==> src/rtl/rdg_pkg.sv <==
package rdg_pkg;

  typedef enum logic [2:0] {
    OP_NONE = 3'd0,
    OP_ACT  = 3'd1,
    OP_RD   = 3'd2,
    OP_RDA  = 3'd3,
    OP_WR   = 3'd4,
    OP_PRE  = 3'd5
  } op_e;

  // A span of n cycles is loaded as n-1 so that the count reads zero
  // in exactly the n-th cycle after the command.
  function automatic int span_load(int n);
    return (n > 0) ? n - 1 : 0;
  endfunction

  // Read-to-write bus turnaround span.
  function automatic int rtw_span(int rl, int ccd, int wl);
    int v;
    v = rl + ccd - wl + 2;
    return (v < 0) ? 0 : v;
  endfunction

  // Read-to-precharge span: additive latency plus tRTP, never under four.
  function automatic int rtp_span(int al, int rtp);
    int v;
    v = al + rtp;
    return (v < 4) ? 4 : v;
  endfunction

endpackage

==> src/rtl/rdg_bus_turn.sv <==
module rdg_bus_turn #(
  parameter int CNTW = 7
) (
  input  logic            clk,
  input  logic            rst,
  input  logic            rd_go,
  input  logic [CNTW-1:0] rd_load,
  input  logic [CNTW-1:0] wr_load,
  output logic            rd_free,
  output logic            wr_free
);

  logic [CNTW-1:0] rd_cnt;
  logic [CNTW-1:0] wr_cnt;

  always_ff @(posedge clk) begin
    if (rst) begin
      rd_cnt <= '0;
      wr_cnt <= '0;
    end else if (rd_go) begin
      rd_cnt <= rd_load;
      wr_cnt <= wr_load;
    end else begin
      if (rd_cnt != '0) rd_cnt <= rd_cnt - 1'b1;
      if (wr_cnt != '0) wr_cnt <= wr_cnt - 1'b1;
    end
  end

  assign rd_free = (rd_cnt == '0);
  assign wr_free = (wr_cnt == '0);

  a_r1_read_gap: assert property (@(posedge clk) disable iff (rst)
    (rd_go && rd_load != '0) |=> !rd_free);

  a_r2_turnaround: assert property (@(posedge clk) disable iff (rst)
    (rd_go && wr_load != '0) |=> !wr_free);

endmodule

==> src/rtl/rdg_bank.sv <==
module rdg_bank #(
  parameter int CNTW = 7
) (
  input  logic            clk,
  input  logic            rst,
  input  logic            go_act,
  input  logic            go_rd,
  input  logic            go_rda,
  input  logic            go_pre,
  input  logic [CNTW-1:0] ras_load,
  input  logic [CNTW-1:0] rtp_load,
  input  logic [CNTW-1:0] rp_load,
  output logic            act_ok,
  output logic            open_ok,
  output logic            pre_ok,
  output logic            ap_fire
);

  logic            active;
  logic            ap_pend;
  logic [CNTW-1:0] ras_cnt;
  logic [CNTW-1:0] rtp_cnt;
  logic [CNTW-1:0] rp_cnt;

  // Internal precharge: the later of the tRTP and tRAS limits.
  assign ap_fire = ap_pend && (rtp_cnt == '0) && (ras_cnt == '0);

  always_ff @(posedge clk) begin
    if (rst) begin
      active  <= 1'b0;
      ap_pend <= 1'b0;
      ras_cnt <= '0;
      rtp_cnt <= '0;
      rp_cnt  <= '0;
    end else begin
      if (ras_cnt != '0) ras_cnt <= ras_cnt - 1'b1;
      if (rtp_cnt != '0) rtp_cnt <= rtp_cnt - 1'b1;
      if (rp_cnt  != '0) rp_cnt  <= rp_cnt  - 1'b1;
      if (go_act) begin
        active  <= 1'b1;
        ras_cnt <= ras_load;
      end
      if (go_rd || go_rda) rtp_cnt <= rtp_load;
      if (go_rda) ap_pend <= 1'b1;
      if (go_pre || ap_fire) begin
        active  <= 1'b0;
        ap_pend <= 1'b0;
        rp_cnt  <= rp_load;
      end
    end
  end

  assign act_ok  = !active && !ap_pend && (rp_cnt == '0);
  assign open_ok = active && !ap_pend;
  assign pre_ok  = !ap_pend && (!active || rtp_cnt == '0);

  a_r3_rd_to_pre: assert property (@(posedge clk) disable iff (rst)
    (go_rd && rtp_load != '0) |=> !pre_ok);

  a_r4_rp_hold: assert property (@(posedge clk) disable iff (rst)
    ((go_pre || ap_fire) && rp_load != '0) |=> !act_ok);

  a_r6_ap_blocks: assert property (@(posedge clk) disable iff (rst)
    go_rda |=> (!act_ok && !open_ok && !pre_ok));

  a_r7_ras_lockout: assert property (@(posedge clk) disable iff (rst)
    (ap_pend && ras_cnt != '0) |=> ap_pend);

endmodule

==> src/rtl/rd_timing_guard.sv <==
module rd_timing_guard
  import rdg_pkg::*;
#(
  parameter int NBANK = 8,
  parameter int TW    = 5,
  localparam int BW   = (NBANK > 1) ? $clog2(NBANK) : 1,
  localparam int CNTW = TW + 2
) (
  input  logic             clk,
  input  logic             rst,
  input  logic [2:0]       cmd_op,
  input  logic [BW-1:0]    cmd_bank,
  input  logic [TW-1:0]    t_rl,
  input  logic [TW-1:0]    t_wl,
  input  logic [TW-1:0]    t_al,
  input  logic [TW-1:0]    t_ccd,
  input  logic [TW-1:0]    t_rtp,
  input  logic [TW-1:0]    t_rp,
  input  logic [TW-1:0]    t_ras,
  output logic [NBANK-1:0] act_ok,
  output logic [NBANK-1:0] rd_ok,
  output logic [NBANK-1:0] wr_ok,
  output logic [NBANK-1:0] pre_ok,
  output logic             violation
);

  op_e             op;
  logic            cmd_allowed;
  logic            accept;
  logic            rd_free;
  logic            wr_free;
  logic [NBANK-1:0] open_ok;
  logic [NBANK-1:0] ap_fire;
  logic [CNTW-1:0] rd_load, wr_load, rtp_load, rp_load, ras_load;

  assign op = op_e'(cmd_op);

  assign rd_load  = CNTW'(span_load(int'(t_ccd)));
  assign wr_load  = CNTW'(span_load(rtw_span(int'(t_rl), int'(t_ccd), int'(t_wl))));
  assign rtp_load = CNTW'(span_load(rtp_span(int'(t_al), int'(t_rtp))));
  assign rp_load  = CNTW'(span_load(int'(t_rp)));
  assign ras_load = CNTW'(span_load(int'(t_ras)));

  always_comb begin
    case (op)
      OP_NONE:       cmd_allowed = 1'b1;
      OP_ACT:        cmd_allowed = act_ok[cmd_bank];
      OP_RD, OP_RDA: cmd_allowed = rd_ok[cmd_bank];
      OP_WR:         cmd_allowed = wr_ok[cmd_bank];
      OP_PRE:        cmd_allowed = pre_ok[cmd_bank];
      default:       cmd_allowed = 1'b0;
    endcase
  end

  assign accept    = (op != OP_NONE) && cmd_allowed;
  assign violation = (op != OP_NONE) && !cmd_allowed;

  rdg_bus_turn #(.CNTW(CNTW)) u_bus (
    .clk     (clk),
    .rst     (rst),
    .rd_go   (accept && (op == OP_RD || op == OP_RDA)),
    .rd_load (rd_load),
    .wr_load (wr_load),
    .rd_free (rd_free),
    .wr_free (wr_free)
  );

  for (genvar i = 0; i < NBANK; i++) begin : g_bank
    logic hit;
    assign hit = accept && (int'(cmd_bank) == i);
    rdg_bank #(.CNTW(CNTW)) u_bank (
      .clk      (clk),
      .rst      (rst),
      .go_act   (hit && op == OP_ACT),
      .go_rd    (hit && op == OP_RD),
      .go_rda   (hit && op == OP_RDA),
      .go_pre   (hit && op == OP_PRE),
      .ras_load (ras_load),
      .rtp_load (rtp_load),
      .rp_load  (rp_load),
      .act_ok   (act_ok[i]),
      .open_ok  (open_ok[i]),
      .pre_ok   (pre_ok[i]),
      .ap_fire  (ap_fire[i])
    );
  end

  assign rd_ok = open_ok & {NBANK{rd_free}};
  assign wr_ok = open_ok & {NBANK{wr_free}};

  a_r9_rejected_keeps_state: assert property (@(posedge clk) disable iff (rst)
    (violation && op == OP_ACT) |=> !open_ok[$past(cmd_bank)] || $past(open_ok[cmd_bank]));

  a_r8_one_internal_pre: assert property (@(posedge clk) disable iff (rst)
    $onehot0(ap_fire & ~open_ok) || (ap_fire == '0));

endmodule

==> config.mk <==
export PLATFORM = sky130hd
export DESIGN_NAME = rd_timing_guard
export DESIGN_NICKNAME = d
export VERILOG_FILES = /design/src/rtl/rdg_pkg.sv /design/src/rtl/rdg_bus_turn.sv /design/src/rtl/rdg_bank.sv /design/src/rtl/rd_timing_guard.sv
export SDC_FILE = /design/constraint.sdc
export NUM_CORES = 1
export LEC_CHECK = 0
export BUFFER_PORTS_ARGS = -buffer_cell sky130_fd_sc_hd__buf_4
export CORE_MARGIN = 3
export CORE_UTILIZATION = 30
export DETAILED_ROUTE_END_ITERATION = 10
export PLACE_DENSITY = 0.53
export SYNTH_ARGS = -nofsm -noshare
export SYNTH_HDL_FRONTEND = slang
export SYNTH_HIERARCHICAL = 1
export SYNTH_SLANG_ARGS = --single-unit
==> constraint.sdc <==
create_clock -name clk -period 5.1 [get_ports clk]
set_clock_uncertainty 0.2 [all_clocks]
set_input_delay 1.02 -clock clk [delete_from_list [all_inputs] [get_ports clk]]
set_output_delay 1.02 -clock clk [all_outputs]
set_load 0.005 [all_outputs]
==> run summary, run 1 <==
Run status: complete, no violations
Syn Area/Cell: 8.30 um^2
Worst Path Class, Setup: reg -> reg
Hold EP: g_bank[7].u_bank/rtp_cnt[5]$_SDFFE_PP0P_
Chip height: 221 um
Fin crit share: 0.891
Cts hold-fix bufs: 0
Reg2reg start: g_bank[2].u_bank/rp_cnt[0]$_SDFFE_PP0P_
Dpl hpwl: 28200 um
Grt total ovfl: 0
Core ar.: 45500 um^2
DIE AREA: 48800 um^2
Clk buf depth: 2
Pins Over Slew Limit: 0
IO buf count: 75
Slew Limit Headroom: 0.233
TritonCTS buffer count: 17
GRT Total Usage: 0.159
Beginning of the worst hold path: g_bank[7].u_bank/rtp_cnt[5]$_SDFFE_PP0P_
Power density over the cells: 585 nW/um^2
Initial core utilization: 0.304
Row Count: 78
Final min period: 4.55 ns
Maximum VDD drop: 0.000280 V
# Post-CTS Setup Buffers: 0
Final ANT Viol Nets: 0
Worst min path class: reg -> reg
Global-route wire length before repair: 63300 um
Initial antenna violation count: 3
FF-to-FF path depth: 17
Number of global-route vias before repair: 11700
Clk sinks: 198
DR vias: 12400
Cells after synthesis: 1669
Htree depth: 4
Largest net degree at the start of global routing: 74
Worst-Margin Slew: 1.14 ns
Via/cell ratio: 5.25
Final setup violation count: 0
Worst setup SP type: flop
R2r endpoint: g_bank[5].u_bank/rtp_cnt[6]$_SDFFE_PP0P_
Worst path arrival time: 4.70 ns
Hold Crit Depth: 2
Cell Area, Synth: 13800 um^2
Ports: 76
CP required: 5.26 ns
Yosys Warn Count: 6
Layout cells sized above 1: 0.168
Fin. Hold Viols: 0
Layout Utilization: 0.345
Max Fclk: 0.220 GHz
# nets final: 1863
CP endpoint kind: flop
Gpl congestion: 0.820
Static leakage: 0.00606 uW
CTS tree: built
Worst-path fanout max: 13
Initial DRC count: 745
First-pass iteration count of the detailed router: 5
RSZ-0062 raised after global routing: no
Layout area overhead: 13.5%
Max-cap violation count: 0
Clk slew on worst S/H paths: 0.08 ns
Clk root buf: clkbuf_16
Setup slack, reg-to-reg: 0.55 ns
Count of cells resized by post-cts repair: 0
Post-DR wirelength/cell: 16.8 um
Clk Latency, worst-skew pair: 0.45 ns
Die width: 221 um
WL final: 39600 um
DRC errors left: 0
TNS Setup: 0 ns
[worst max-delay path: stages (launching register included)]
cell      delay, ns
dfxtp_1        0.33
inv_1          0.10
ha_1           0.15
or4b_1         0.44
or3_4          0.38
nor3_1         0.43
mux4_2         0.34
mux2i_1        0.10
o22ai_1        0.18
o21ai_2        0.13
nor3b_4        0.25
nand2_1        0.28
buf_4          0.26
nor2_1         0.16
nor2_1         0.22
nand3_1        0.14
o21ai_0        0.08
a311oi_1       0.27
[registers in the layout, indices dropped and copies added, names as in the netlist]
name                   count
g_bank.u_bank/active       8
g_bank.u_bank/ap_pend      8
g_bank.u_bank/ras_cnt     56
g_bank.u_bank/rp_cnt      56
g_bank.u_bank/rtp_cnt     56
u_bus/rd_cnt               7
u_bus/wr_cnt               7
[final cells by class]
| cell class | count | area (um^2) |
|---|---|---|
| fill | 4834 | 29800 |
| multi-input combinational | 1296 | 9190 |
| sequential | 198 | 3960 |
| timing repair buffer | 100 | 767 |
| tap | 600 | 751 |
| inverter | 131 | 492 |
| clock buffer | 18 | 429 |
| clock inverter | 14 | 119 |
| antenna | 2 | 5.00 |
[layout by cell type, fill, tap and decap left out, drive strengths merged, types with 45 or more instances in the layout]
cell type  instances
a21oi             96
buf              100
dfxtp            198
ha                70
inv              130
nand2            156
nand3             45
nor2             165
nor3              55
o21ai             95
or3               71
xnor2             72
[through the flow]
stage / cell area, um^2 / total power [uW] / std cells / hold slack, ns / worst slack [ns]
final: 15700 / 9190 / 2359 / 0.318 / 0.554
after global routing: 15700 / 10000 / 2359 / 0.330 / 0.273
after CTS: 15700 / 9240 / 2357 / 0.313 / 0.570
after detailed placement: 15200 / 7860 / 2325 / 0.300 / 0.204
after global placement: 15200 / 7790 / 2325 / 0.293 / 0.311
after floorplan: 13900 / 6690 / 1676 / 0.270 / 0.684
[layer usage]
layer	routed length (um)	global-route usage	vias to the layer above
met5	0	0	-
met1	19700	0.230	5938
met4	595	0.0370	0
li1	-	-	6155
met3	1840	0.0240	30
met2	17500	0.248	261
[power breakdown]
group / total [uW] / switching (uW) / internal, uW
Sequential: 2680 / 564 / 2120
Clock: 1320 / 682 / 640
Combinational: 5180 / 2680 / 2500
Total: 9190 / 3930 / 5260
[how the worst max path moves through the flow]
stage	to	startpoint	depth (start not counted)	slack, ns
after CTS	g_bank[4].u_bank/rtp_cnt[6]$_SDFFE_PP0P_	g_bank[2].u_bank/rp_cnt[0]$_SDFFE_PP0P_	17	0.57
after global routing	g_bank[4].u_bank/rtp_cnt[6]$_SDFFE_PP0P_	g_bank[2].u_bank/rp_cnt[0]$_SDFFE_PP0P_	17	0.27
after floorplan	u_bus/wr_cnt[1]$_SDFFE_PP0P_	t_rl[1]	19	0.68
after global placement	u_bus/wr_cnt[1]$_SDFFE_PP0P_	t_rl[1]	20	0.31
after detailed placement	u_bus/wr_cnt[5]$_SDFFE_PP0P_	t_ccd[1]	18	0.20
final	g_bank[5].u_bank/rtp_cnt[6]$_SDFFE_PP0P_	g_bank[2].u_bank/rp_cnt[0]$_SDFFE_PP0P_	17	0.55
Note: power is estimated with default switching activity, not from simulation.
==> run 2: changes to the inputs <==
==> constraint.sdc (replaced) <==
create_clock -name clk -period 5.8 [get_ports clk]
set_clock_uncertainty 0.2 [all_clocks]
set_input_delay 1.16 -clock clk [delete_from_list [all_inputs] [get_ports clk]]
set_output_delay 1.16 -clock clk [all_outputs]
set_load 0.005 [all_outputs]
==> run 2 against run 1 <==
Compared with the run above: combinational power fell by 12%; die area did not move; setup slack improved by 0.47 ns; largest cell class unchanged.
==> run summary, run 2 (synthesized netlist as in run 1, its figures left out) <==
# nets final: 1857 (was 1863)
Chip height: 221 um (unchanged)
TNS Setup: 0 ns (unchanged)
Pins Over Slew Limit: 0 (unchanged)
Gate power share: 0.562 (was 0.564)
CP endpoint kind: output port (was flop)
Power density over the cells: 517 nW/um^2 (was 585 nW/um^2)
Core ar.: 45500 um^2 (unchanged)
Maximum VDD drop: 0.000266 V (was 0.000280 V)
Die width: 221 um (unchanged)
Design area: 15700 um^2 (about the same)
Final min period: 4.78 ns
Worst path slowest cell: nor3_1 (was or4b_1)
Largest regs: g_bank.u_bank/ras_cnt (56), g_bank.u_bank/rp_cnt (56), g_bank.u_bank/rtp_cnt (56) (unchanged)
Slew Limit Headroom: 0.239 (was 0.233)
Number of global-route vias before repair: 11700 (about the same)
Max-cap violation count: 0 (unchanged)
Initial core utilization: 0.304 (unchanged)
Crit-path cells: inv_1 > ha_1 > or4b_1 > or3_4 > nor3_1 > mux4_2 > mux2i_1 > o22ai_1 > o21ai_2 > o31a_1 > buf_4 (was inv_1 > ha_1 > or4b_1 > or3_4 > nor3_1 > mux4_2 > mux2i_1 > o22ai_1 > o21ai_2 > nor3b_4 > nand2_1 > buf_4 > nor2_1 > nor2_1 > nand3_1 > o21ai_0 > a311oi_1)
CP top delay family: simple AND/OR/NAND/NOR gates (unchanged)
Htree depth: 4 (unchanged)
TritonCTS buffer count: 17 (unchanged)
Fin. Hold Viols: 0 (unchanged)
Pre-CTS setup slack: 0.759 ns (was 0.204 ns)
Clk Latency, worst-skew pair: 0.46 ns (was 0.45 ns)
Most frequent cells in the layout: dfxtp_1 (198), nor2_1 (163), nand2_1 (135) (unchanged)
Layout area overhead: 13.2% (was 13.5%)
Count of cells resized by post-cts repair: 0 (unchanged)
GRT Total Usage: 0.160 (was 0.159)
Post-DR wirelength/cell: 16.9 um (was 16.8 um)
Net Switching: 3450 uW (was 3930 uW)
DP Area: 15100 um^2 (was 15200 um^2)
Reg power frac: 0.291 (was 0.292)
Initial DRC count: 754 (was 745)
Fillcell total: 4820 (was 4834)
DRC errors left: 0 (unchanged)
First-pass iteration count of the detailed router: 5 (unchanged)
Clk slew on worst S/H paths: 0.07 ns (was 0.08 ns)
CP peak stage delay: 0.50 ns (was 0.44 ns)
Hold_ws: 0.313 ns (was 0.318 ns)
Int Power: 4660 uW (was 5260 uW)
Fin crit share: 0.824
Static leakage: 0.00604 uW (was 0.00606 uW)
RSZ-0062 raised after global routing: no (unchanged)
Gpl congestion: 0.811 (was 0.820)
DIE AREA: 48800 um^2 (unchanged)
Largest net degree at the start of global routing: 66 (was 74)
Switching share of total power: 0.425 (was 0.427)
Ant diodes: 0 (was 2)
Final worst slack: 1.02 ns (was 0.554 ns)
Number of buffers and inverters on the critical path: 2 (unchanged)
WL final: 39700 um (was 39600 um)
Multi-input gate area: 9190 um^2 (about the same)
Worst Path Class, Setup: reg -> out (was reg -> reg)
CP required: 4.44 ns (was 5.26 ns)
Cts hold-fix bufs: 0 (unchanged)
Via/cell ratio: 5.19 (was 5.25)
Worst-Margin Slew: 1.13 ns (was 1.14 ns)
Clk root buf: clkbuf_16 (unchanged)
Final ANT Viol Nets: 0 (unchanged)
DR vias: 12200 (was 12400)
Most common cell after layout, fill and taps aside: dfxtp_1 (unchanged)
Clk network pwr share: 0.147 (was 0.144)
Row Count: 78 (unchanged)
Clk buf depth: 2 (unchanged)
Layout cells sized above 1: 0.167 (was 0.168)
Worst-path fanout max: 4 (was 13)
Global-route wire length before repair: 63500 um (was 63300 um)
Final setup violation count: 0 (unchanged)
# Post-CTS Setup Buffers: 0 (unchanged)
Dpl hpwl: 28100 um (was 28200 um)
Run status: complete, no violations (unchanged)
Ports: 76 (unchanged)
Worst setup SP type: flop (unchanged)
Reg area: 3960 um^2 (unchanged)
Grt total ovfl: 0 (unchanged)
Worst min path class: reg -> reg (unchanged)
IO buf count: 75 (unchanged)
Clk sinks: 198 (unchanged)
Initial antenna violation count: 0 (was 3)
Max Fclk: 0.209 GHz
CTS tree: built (unchanged)
Worst path arrival time: 3.42 ns (was 4.70 ns)
run 2: layout make-up:
cell class | count | share of cell area
clock buffer | 18 | 0.0280
sequential | 198 | 0.253
multi-input combinational | 1296 | 0.587
tap | 600 | 0.0479
inverter | 131 | 0.0314
clock inverter | 14 | 0.00790
timing repair buffer | 94 | 0.0453
run 2: path summary, 6_finish.rpt:
check	startpoint	to	slack [ns]	cells after the start
worst max-delay path	g_bank[2].u_bank/rp_cnt[0]$_SDFFE_PP0P_	violation	1.02	11
worst min-delay path	g_bank[3].u_bank/rtp_cnt[5]$_SDFFE_PP0P_	g_bank[3].u_bank/rtp_cnt[5]$_SDFFE_PP0P_	0.31	2
worst max register to register	g_bank[2].u_bank/rp_cnt[0]$_SDFFE_PP0P_	g_bank[3].u_bank/ras_cnt[6]$_SDFFE_PP0P_	1.04	14
worst min register to register	g_bank[3].u_bank/rtp_cnt[5]$_SDFFE_PP0P_	g_bank[3].u_bank/rtp_cnt[5]$_SDFFE_PP0P_	0.31	2
run 2: layer usage:
layer	GRT usage	share of wire
met1	0.222	0.49
met2	0.253	0.45
met3	0.0295	0.050
met4	0.0480	0.020
met5	0	0
run 2: power groups by stage:
| stage | clock network (uW) | registers (uW) | logic [uW] |
|---|---|---|---|
| final | 1190 | 2360 | 4550 |
| after detailed placement | 0 | 2370 | 4530 |
| after global placement | 0 | 2370 | 4480 |
| after CTS | 1230 | 2350 | 4560 |
| after global routing | 1280 | 2440 | 5090 |
| after floorplan | 0 | 2250 | 3630 |
run 2: per-stage QoR:
step	util	cells	power (uW)
2_1_floorplan	-	1676	5880
3_3_place_gp	0.332	2319	6840
3_5_place_dp	0.332	2319	6900
4_1_cts	0.345	2351	8150
5_1_grt	0.345	2351	8810
6_report	0.345	2351	8100
run 2: worst register-to-register path, stage by stage (launching register included):
cell     delay [ns]
dfxtp_1        0.33
inv_1          0.09
ha_1           0.14
or4b_1         0.45
or3_4          0.37
nor3_1         0.50
mux4_2         0.44
mux2i_1        0.09
o22ai_1        0.16
o21ai_2        0.12
or3_1          0.56
nor2_1         0.66
inv_1          0.19
a211o_1        0.29
a21oi_1        0.10
==> run 3: changes to the inputs <==
--- a/config.mk
+++ b/config.mk
@@ -5,6 +5,7 @@
 export SDC_FILE = /design/constraint.sdc
 export NUM_CORES = 1
 export LEC_CHECK = 0
+export ABC_AREA = 1
 export BUFFER_PORTS_ARGS = -buffer_cell sky130_fd_sc_hd__buf_4
 export CORE_MARGIN = 3
 export CORE_UTILIZATION = 30
==> constraint.sdc (replaced) <==
create_clock -name clk -period 4.57 [get_ports clk]
set_clock_uncertainty 0.2 [all_clocks]
set_input_delay 0.914 -clock clk [delete_from_list [all_inputs] [get_ports clk]]
set_output_delay 0.914 -clock clk [all_outputs]
set_load 0.005 [all_outputs]
==> run 3 against run 2 <==
Compared with the run above: synthesized cell count grew 24%; area after synthesis is 0.89% higher; non-clock buffer count grew 2; clock power up 28%; critical path depth up 8; register-to-register slack worse by 0.52 ns; power up 27%; die area increased by 0.87%; hold slack got worse by 0.084 ns; largest cell class unchanged; largest power group unchanged; highest routed layer unchanged.
==> run summary, run 3 <==
DP Area: 15400 um^2 (was 15100 um^2)
Number of global-route vias before repair: 12500 (was 11700)
CP top delay family: simple AND/OR/NAND/NOR gates (unchanged)
Worst-path fanout max: 20 (was 4)
Clk buf depth: 2 (unchanged)
Cells after synthesis: 2076 (was 1669)
Pins Over Slew Limit: 0 (unchanged)
Max Fclk: 0.247 GHz
Global-route wire length before repair: 64000 um (was 63500 um)
Final worst slack: 0.524 ns (was 1.02 ns)
DR vias: 13300 (was 12200)
CP required: 4.75 ns (was 4.44 ns)
Yosys Warn Count: 6 (unchanged)
Slew Limit Headroom: 0.183 (was 0.239)
GRT Total Usage: 0.158 (was 0.160)
Worst Path Class, Setup: reg -> reg (was reg -> out)
Number of buffers and inverters on the critical path: 5 (was 2)
Static leakage: 0.00747 uW (was 0.00604 uW)
Post-DR wirelength/cell: 14.2 um (was 16.9 um)
Hold Crit Depth: 1 (was 2)
Initial antenna violation count: 0 (unchanged)
CP endpoint kind: flop (was output port)
Pre-CTS setup slack: 0.312 ns (was 0.759 ns)
FF-to-FF path depth: 19 (was 14)
Count of cells resized by post-cts repair: 0 (unchanged)
Max-cap violation count: 0 (unchanged)
Dpl hpwl: 29900 um (was 28100 um)
Worst path slowest cell: nor2_1 (was nor3_1)
Largest net degree at the start of global routing: 51 (was 66)
Grt total ovfl: 0 (unchanged)
# nets final: 2293 (was 1857)
Largest regs: g_bank.u_bank/ras_cnt (56), g_bank.u_bank/rp_cnt (56), g_bank.u_bank/rtp_cnt (56) (unchanged)
Syn Area/Cell: 6.73 um^2 (was 8.30 um^2)
Crit path depth: 19 (was 11)
Layout area overhead: 14.1% (was 13.2%)
Worst setup SP type: flop (unchanged)
Cts hold-fix bufs: 0 (unchanged)
First-pass iteration count of the detailed router: 5 (unchanged)
Htree depth: 4 (unchanged)
Power density over the cells: 644 nW/um^2 (was 517 nW/um^2)
Core ar.: 45700 um^2 (was 45500 um^2)
Clk sinks: 198 (unchanged)
RSZ-0062 raised after global routing: no (unchanged)
Fin crit share: 0.885
Clk slew on worst S/H paths: 0.08 ns (was 0.07 ns)
CP peak stage delay: 0.74 ns (was 0.50 ns)
Worst path arrival time: 4.23 ns (was 3.42 ns)
CTS tree: built (unchanged)
Most common cell after layout, fill and taps aside: nand2_1 (was dfxtp_1)
WL final: 39700 um (about the same)
Initial core utilization: 0.306 (was 0.304)
TNS Setup: 0 ns (unchanged)
DIE AREA: 49200 um^2 (was 48800 um^2)
Final setup violation count: 0 (unchanged)
Most used cell, CP: inv_1
Maximum VDD drop: 0.000302 V (was 0.000266 V)
Via/cell ratio: 4.77 (was 5.19)
Final min period: 4.05 ns
Worst-Margin Slew: 1.22 ns (was 1.13 ns)
Chip height: 222 um (was 221 um)
Gpl congestion: 0.827 (was 0.811)
Final ANT Viol Nets: 0 (unchanged)
Most frequent cells in the layout: nand2_1 (414), inv_1 (338), nor2_1 (268) (was dfxtp_1 (198), nor2_1 (163), nand2_1 (135))
IO buf count: 75 (unchanged)
Initial DRC count: 976 (was 754)
Crit-path cells: inv_1 > ha_1 > inv_1 > nor2_1 > nand3_2 > inv_1 > nand2_1 > inv_1 > nand2_1 > nand4_1 > a21oi_2 > nand4_4 > nand2_4 > nor3_1 > nor2_1 > nand2_1 > inv_1 > o21ai_0 > a21oi_1 (was inv_1 > ha_1 > or4b_1 > or3_4 > nor3_1 > mux4_2 > mux2i_1 > o22ai_1 > o21ai_2 > o31a_1 > buf_4)
Run status: complete, no violations (unchanged)
TritonCTS buffer count: 17 (unchanged)
Ports: 76 (unchanged)
Worst min path class: reg -> reg (unchanged)
Fin. Hold Viols: 0 (unchanged)
# Post-CTS Setup Buffers: 0 (unchanged)
Clk Latency, worst-skew pair: 0.45 ns (was 0.46 ns)
Die width: 222 um (was 221 um)
DRC errors left: 0 (unchanged)
Design area: 15900 um^2 (was 15700 um^2)
Layout cells sized above 1: 0.130 (was 0.167)
Row Count: 78 (unchanged)
Hold_ws: 0.229 ns (was 0.313 ns)
Cell Area, Synth: 14000 um^2 (was 13800 um^2)
Clk root buf: clkbuf_16 (unchanged)
Ant diodes: 0 (unchanged)
-- run 3: worst paths after layout --
path	from	endpoint	slack [ns]
worst min register to register	u_bus/wr_cnt[0]$_SDFFE_PP0P_	u_bus/wr_cnt[0]$_SDFFE_PP0P_	0.23
worst max-delay path	u_bus/wr_cnt[0]$_SDFFE_PP0P_	g_bank[2].u_bank/rtp_cnt[1]$_SDFFE_PP0P_	0.52
worst max register to register	u_bus/wr_cnt[0]$_SDFFE_PP0P_	g_bank[2].u_bank/rtp_cnt[1]$_SDFFE_PP0P_	0.52
worst min-delay path	u_bus/wr_cnt[0]$_SDFFE_PP0P_	u_bus/wr_cnt[0]$_SDFFE_PP0P_	0.23
-- run 3: where the power goes --
part | switching (uW) | total, uW | internal, uW
Clock | 743 | 1520 | 775
Sequential | 452 | 2810 | 2360
Combinational | 3620 | 5930 | 2310
-- run 3: worst register-to-register path, cell delays in order, from the launching register on --
cell     delay [ns]
dfxtp_1        0.33
inv_1          0.11
ha_1           0.22
inv_1          0.05
nor2_1         0.04
nand3_2        0.10
inv_1          0.24
nand2_1        0.15
inv_1          0.12
nand2_1        0.12
nand4_1        0.14
a21oi_2        0.20
nand4_4        0.17
nand2_4        0.26
nor3_1         0.12
nor2_1         0.74
nand2_1        0.28
inv_1          0.19
o21ai_0        0.09
a21oi_1        0.12
-- run 3: stage by stage --
step                power, uW  utilization  cells
finish                  10300        0.349   2787
global placement         8650        0.337   2755
CTS                     10300        0.349   2787
global route            11300        0.349   2787
floorplan                7480            -   2083
detailed placement       8740        0.337   2755
-- run 3: layout make-up --
class	count	area [um^2]
clock inverters	13	124
well taps	600	751
repair buffers	96	733
inverters	352	1330
fillers	4924	29700
multi-input cells	1509	8600
clock buffers	19	443
flip-flops and latches	198	3960
-- run 3: routing by layer --
| metal | global-route usage | vias up | part of all wire |
|---|---|---|---|
| li1 | - | 6856 | - |
| met1 | 0.221 | 6173 | 0.50 |
| met2 | 0.260 | 243 | 0.45 |
| met3 | 0.0257 | 23 | 0.040 |
| met4 | 0.0285 | 0 | 0.0089 |
| met5 | 0 | - | 0 |
